===== config.mk =====
export PLATFORM = sky130hd
export DESIGN_NAME = lbus_glue_decoder
export DESIGN_NICKNAME = d
export VERILOG_FILES = /design/src/rtl/lbus_glue_pkg.sv /design/src/rtl/lbus_addr_map.sv /design/src/rtl/lbus_board_regs.sv /design/src/rtl/lbus_read_mux.sv /design/src/rtl/lbus_glue_decoder.sv
export SDC_FILE = /design/constraint.sdc
export NUM_CORES = 1
export LEC_CHECK = 0
export ABC_AREA = 1
export ABC_CLOCK_PERIOD_IN_PS = 2300
export CAP_MARGIN = 5
export CELL_PAD_IN_SITES_DETAIL_PLACEMENT = 2
export CELL_PAD_IN_SITES_GLOBAL_PLACEMENT = 2
export CORE_ASPECT_RATIO = 1.4
export CORE_MARGIN = 5
export CORE_UTILIZATION = 15
export DETAILED_ROUTE_END_ITERATION = 8
export PLACE_DENSITY = 0.93
export SETUP_SLACK_MARGIN = 0.2
export SLEW_MARGIN = 20
export SYNTH_ARGS = -nofsm -noshare
export SYNTH_HDL_FRONTEND = slang
export SYNTH_HIERARCHICAL = 1
export SYNTH_SLANG_ARGS = --single-unit
export TNS_END_PERCENT = 100

===== constraint.sdc =====
create_clock -name clk -period 2.3 [get_ports clk]
set_input_delay 0.23 -clock clk [delete_from_list [all_inputs] [get_ports clk]]
set_output_delay 0.23 -clock clk [all_outputs]
set_load 0.01 [all_outputs]

===== src/rtl/lbus_glue_pkg.sv =====
package lbus_glue_pkg;
  localparam int LB_ADDR_W  = 13;
  localparam int REG_IDX_W  = 8;
  localparam int REGION_W   = 3;
  localparam int DATA_W     = 8;
  localparam int QUAD_SHIFT = 2;
  localparam int SPAN_W     = REG_IDX_W + REGION_W;

  // offset normalised to a register count
  function automatic logic [LB_ADDR_W-1:0] norm_off(input logic [LB_ADDR_W-1:0] a,
                                                    input logic quad);
    return quad ? (a >> QUAD_SHIFT) : a;
  endfunction

  function automatic logic [REGION_W-1:0] region_of(input logic [LB_ADDR_W-1:0] a,
                                                    input logic quad);
    logic [LB_ADDR_W-1:0] s;
    s = norm_off(a, quad);
    return s[REG_IDX_W +: REGION_W];
  endfunction

  function automatic logic [REG_IDX_W-1:0] index_of(input logic [LB_ADDR_W-1:0] a,
                                                    input logic quad);
    logic [LB_ADDR_W-1:0] s;
    s = norm_off(a, quad);
    return s[REG_IDX_W-1:0];
  endfunction

  function automatic logic in_window(input logic [LB_ADDR_W-1:0] a,
                                     input logic quad);
    logic [LB_ADDR_W-1:0] s;
    s = norm_off(a, quad);
    return (s >> SPAN_W) == '0;
  endfunction
endpackage


===== src/rtl/lbus_addr_map.sv =====
module lbus_addr_map
  import lbus_glue_pkg::*;
#(
  parameter int N_DEV = 5
) (
  input  logic [LB_ADDR_W-1:0] addr,
  input  logic                 strobe,
  input  logic                 quad,
  output logic [N_DEV-1:0]     cs,
  output logic [REG_IDX_W-1:0] idx,
  output logic [REGION_W-1:0]  region,
  output logic                 hit
);
  assign region = region_of(addr, quad);
  assign idx    = index_of(addr, quad);
  assign hit    = strobe && in_window(addr, quad);

  for (genvar k = 0; k < N_DEV; k++) begin : g_cs
    assign cs[k] = hit && (region == REGION_W'(k));
  end
endmodule


===== src/rtl/lbus_board_regs.sv =====
module lbus_board_regs
  import lbus_glue_pkg::*;
#(
  parameter int N_DEV    = 5,
  parameter int N_LED    = 4,
  parameter int SEL_W    = 2,
  parameter int SLOT_W   = 5,
  parameter int CFG_W    = 2
) (
  input  logic              clk,
  input  logic              rst_n,
  input  logic              led_we,
  input  logic [DATA_W-1:0] wdata,
  input  logic [N_DEV-1:0]  irq_in,
  input  logic [CFG_W-1:0]  line_cfg,
  input  logic [SLOT_W-1:0] slot_id,
  output logic              irq_any,
  output logic [N_LED-1:0]  led,
  output logic [SEL_W-1:0]  clk_sel,
  output logic              dev_rst_n,
  output logic [DATA_W-1:0] status_val,
  output logic [DATA_W-1:0] id_val,
  output logic [DATA_W-1:0] ctrl_val
);
  localparam int CTRL_W = N_LED + SEL_W;

  logic [CTRL_W-1:0] ctrl_q;

  always_ff @(posedge clk or negedge rst_n) begin
    if (!rst_n)      ctrl_q <= '0;
    else if (led_we) ctrl_q <= wdata[CTRL_W-1:0];
  end

  always_ff @(posedge clk or negedge rst_n) begin
    if (!rst_n) dev_rst_n <= 1'b0;
    else        dev_rst_n <= 1'b1;
  end

  assign led        = ctrl_q[N_LED-1:0];
  assign clk_sel    = ctrl_q[CTRL_W-1:N_LED];
  assign irq_any    = |irq_in;
  assign status_val = DATA_W'(irq_in);
  assign id_val     = {line_cfg, {(DATA_W-CFG_W-SLOT_W){1'b0}}, slot_id};
  assign ctrl_val   = DATA_W'(ctrl_q);
endmodule


===== src/rtl/lbus_read_mux.sv =====
module lbus_read_mux
  import lbus_glue_pkg::*;
#(
  parameter int N_DEV = 5
) (
  input  logic [N_DEV-1:0]        cs,
  input  logic [N_DEV*DATA_W-1:0] dev_rdata,
  input  logic                    sel_status,
  input  logic                    sel_id,
  input  logic                    sel_ctrl,
  input  logic [DATA_W-1:0]       status_val,
  input  logic [DATA_W-1:0]       id_val,
  input  logic [DATA_W-1:0]       ctrl_val,
  output logic [DATA_W-1:0]       rdata
);
  logic [DATA_W-1:0] lane [N_DEV+1];

  assign lane[0] = ({DATA_W{sel_status}} & status_val)
                 | ({DATA_W{sel_id}}     & id_val)
                 | ({DATA_W{sel_ctrl}}   & ctrl_val);

  for (genvar k = 0; k < N_DEV; k++) begin : g_or
    assign lane[k+1] = lane[k] | ({DATA_W{cs[k]}} & dev_rdata[k*DATA_W +: DATA_W]);
  end

  assign rdata = lane[N_DEV];
endmodule


===== src/rtl/lbus_glue_decoder.sv =====
module lbus_glue_decoder
  import lbus_glue_pkg::*;
#(
  parameter int N_FRAMER = 4
) (
  input  logic                          clk,
  input  logic                          rst_n,
  input  logic                          strap_byte,
  input  logic                          lb_cs,
  input  logic                          lb_wr,
  input  logic [LB_ADDR_W-1:0]          lb_addr,
  input  logic [DATA_W-1:0]             lb_wdata,
  output logic [DATA_W-1:0]             lb_rdata,
  input  logic [(N_FRAMER+1)*DATA_W-1:0] dev_rdata,
  output logic [N_FRAMER:0]             dev_cs,
  output logic [REG_IDX_W-1:0]          dev_idx,
  input  logic [N_FRAMER:0]             dev_irq,
  output logic                          host_irq,
  input  logic [1:0]                    line_cfg,
  input  logic [4:0]                    slot_id,
  output logic [3:0]                    led,
  output logic [1:0]                    clk_sel,
  output logic                          dev_rst_n
);
  localparam int N_DEV      = N_FRAMER + 1;
  localparam int RGN_STATUS = N_DEV;
  localparam int RGN_ID     = N_DEV + 1;
  localparam int RGN_CTRL   = N_DEV + 2;

  logic                quad;
  logic [REGION_W-1:0] region;
  logic                hit;
  logic                hit_status, hit_id, hit_led, hit_board;
  logic                led_we;
  logic [DATA_W-1:0]   status_val, id_val, ctrl_val;

  assign quad = !strap_byte;

  lbus_addr_map #(.N_DEV(N_DEV)) u_map (
    .addr(lb_addr), .strobe(lb_cs), .quad(quad),
    .cs(dev_cs), .idx(dev_idx), .region(region), .hit(hit)
  );

  assign hit_status = hit && (region == REGION_W'(RGN_STATUS));
  assign hit_id     = hit && (region == REGION_W'(RGN_ID));
  assign hit_led    = hit && (region == REGION_W'(RGN_CTRL));
  assign hit_board  = hit_status || hit_id || hit_led;
  assign led_we     = hit_led && lb_wr;

  lbus_board_regs #(.N_DEV(N_DEV)) u_regs (
    .clk(clk), .rst_n(rst_n), .led_we(led_we), .wdata(lb_wdata),
    .irq_in(dev_irq), .line_cfg(line_cfg), .slot_id(slot_id),
    .irq_any(host_irq), .led(led), .clk_sel(clk_sel), .dev_rst_n(dev_rst_n),
    .status_val(status_val), .id_val(id_val), .ctrl_val(ctrl_val)
  );

  lbus_read_mux #(.N_DEV(N_DEV)) u_rmux (
    .cs(dev_cs), .dev_rdata(dev_rdata),
    .sel_status(hit_status), .sel_id(hit_id), .sel_ctrl(hit_led),
    .status_val(status_val), .id_val(id_val), .ctrl_val(ctrl_val),
    .rdata(lb_rdata)
  );
endmodule


==> reports/qor.yml <==
synth_warnings: 6
clock-sinks: 7
grt_pass1_wl_mm: 10.6
hold_buffers: 0
critPathArrivalTime_ps: 1780
worstSkewPairLatency_ps: 230
ir_drop_uv: 176
cp-start-kind: "input pin"
ios: 107
grt_max_degree: 13
routabilityCongestion: 0.788
synth_top_family_by_area: "simple AND/OR/NAND/NOR gates"
cpPeakStageDelay_ps: 530
status: "finished clean"
htree_levels: 1
drtPass1Iterations: 3
critical_path_peak_fanout: 5
layout_commonest_cell: "nand2_1"
finClkSkew_ps: 0
wirelength_mm: 6.97
p_per_area_nw_per_um2: 358
cts-root-buf: "clkbuf_16"
syn_inst: 248
routed_via_density: 3.97
ant_nets: 0
synth.area.mux_share: 0
route.detailed.drc: 0
dieArea_um2: 10500
seq_power_share: 0.200
crit_buf_inv: 5
endpoint_kind: "output port"
die_w_um: 88.2
nNetsFinal: 440
yosysUniqueCellTypes: 16
cts_tree: "yes"
rows: 40
clkTransAtPathRegs_ps: 40
n_antenna_cell: 0
synthesis.area_um2: 1280
die_h_um: 120
max-cap-violations: 0
hp-class: "input pin to async pin"
numPortBuffers: 104
area_delta_synth_final_pct: 106
netSwitchingFraction: 0.307
grt_pass1_vias: 2221
synth_compound_area_frac: 0.0419
cts_buffers: 3
dr_total_vias: 1849
p_clk_frac: 0.310
seq_area_frac_synth: 0.136
grt-ovfl-total: 0
final_cell_mix: "nand2_1 (138), clkdlybuf4s50_1 (85), buf_4 (28), nor2_1 (17), nand2_2 (10)"
layout_setup_ws_ps: 286
slew_viol_final: 0
post-place-ws_ps: -382
clockBufferDepth: 2
synthSimpleGateAreaFrac: 0.548
hpwlAfterDp_mm: 5.83
ys_ff_latch: 7
rsz0062_at_grt: "true"
grt_use_total: 0.127
p_comb_frac: 0.490
coreArea_um2: 8460
internal_power_w: 0.000655
synth_fa_ha_area_frac: 0
crit_slowest_cell: "clkdlybuf4s50_1"
fillerInstances: 1022
drive_above_1_share: 0.216
cp.required_ps: 2070
synth-xor-area-share: 0
avgSynthCellArea_um2: 5.18
routedWlPerCell_um: 15.0
path_class: "input pin to output port"
hold_viol_final: 0
fin_crit_sh: 0.876
crit_family: "buffers and inverters"
p_sw_w: 0.000290
setup_viol: 0
drt_iter0_drc: 13
tns_ps: 0
cellLeakagePower_nw: 1.39
crit_path_frequent_cell: "buf_4"
start_util: 0.152
antenna_found_initial: 0
fmax_mhz: 496
cp_cell_sequence: "dlygate4sd2_1, inv_2, buf_4, nand2_2, nand2_1, nand3_4, nor2_4, buf_4, clkdlybuf4s50_1"
period_needed_ps: 2010
## registers in the layout (all words and copies together) (netlist names)
register,flops
u_regs/ctrl_q,6
u_regs/dev_rst_n,1
## layout make-up
type,count,area (um^2),share of cell area
clock buffer,4,78.8,0.0298
inverter,14,55.1,0.0208
multi-input combinational,197,900,0.341
sequential,7,175,0.0663
tap,105,131,0.0497
timing repair buffer,139,1300,0.493
## power by group through the flow
stage	Sequential (W)	Combinational (W)	Clock, W
floorplan	0.000184	0.000196	0
global placement	0.000185	0.000429	0
detailed placement	0.000188	0.000444	0
CTS	0.000189	0.000460	0.000298
global route	0.000196	0.000502	0.000310
finish	0.000189	0.000463	0.000293
## metrics by stage
step | instances | total power, W | hold slack, ps | instance area, um^2 | util
finish | 466 | 0.000945 | 254 | 2640 | 0.312
global route | 466 | 0.00101 | 285 | 2640 | 0.312
CTS | 461 | 0.000947 | 262 | 2550 | 0.302
detailed placement | 449 | 0.000632 | 504 | 2350 | 0.278
global placement | 449 | 0.000614 | 503 | 2350 | 0.278
floorplan | 253 | 0.000380 | -65.6 | 1300 | -
## per-layer routing
metal,track usage,wire length (um),vias up
met5,0,0,-
met4,0.0170,31,0
li1,-,-,931
met1,0.123,2400,848
met2,0.272,4100,66
met3,0.0185,430,4
## synth_stat cells (all sizes together)
library cell,number,area share
nand2,149,0.44
buf,35,0.23
nor2,25,0.073
inv,14,0.041
o21ai,10,0.042
dfrtp,7,0.14
nand3,3,0.012
conb,2,0.0058
nor3,2,0.016
and2,1,0.0049
## cell families after synthesis
family          after synthesis
simple gates                180
buf+inv                      49
compound gates               10
flops                         7
other cells                   2
## path summary, 6_finish.rpt
path / from / end / slack (ps) / depth (start not counted)
worst max-delay path: strap_byte / dev_cs[2] / 290 / 9
worst min-delay path: rst_n / u_regs/dev_rst_n$_DFF_PN0_ / 250 / 1
worst max register to register: u_regs/ctrl_q[4]$_DFFE_PN0P_ / u_regs/ctrl_q[4]$_DFFE_PN0P_ / 1590 / 2
worst min register to register: u_regs/ctrl_q[3]$_DFFE_PN0P_ / u_regs/ctrl_q[3]$_DFFE_PN0P_ / 540 / 2
max in group asynchronous: rst_n / u_regs/ctrl_q[5]$_DFFE_PN0P_ / 1820 / 1
min in group clk: u_regs/ctrl_q[3]$_DFFE_PN0P_ / u_regs/ctrl_q[3]$_DFFE_PN0P_ / 540 / 2
## repair_timing
item | CTS | global route
pin swaps | 12 | 8
buffers inserted | 8 | 3
setup endpoints to repair | 13 | 12
gates cloned | 0 | 2
resized for setup | 55 | 24
Power figures use the tool's default switching activity.
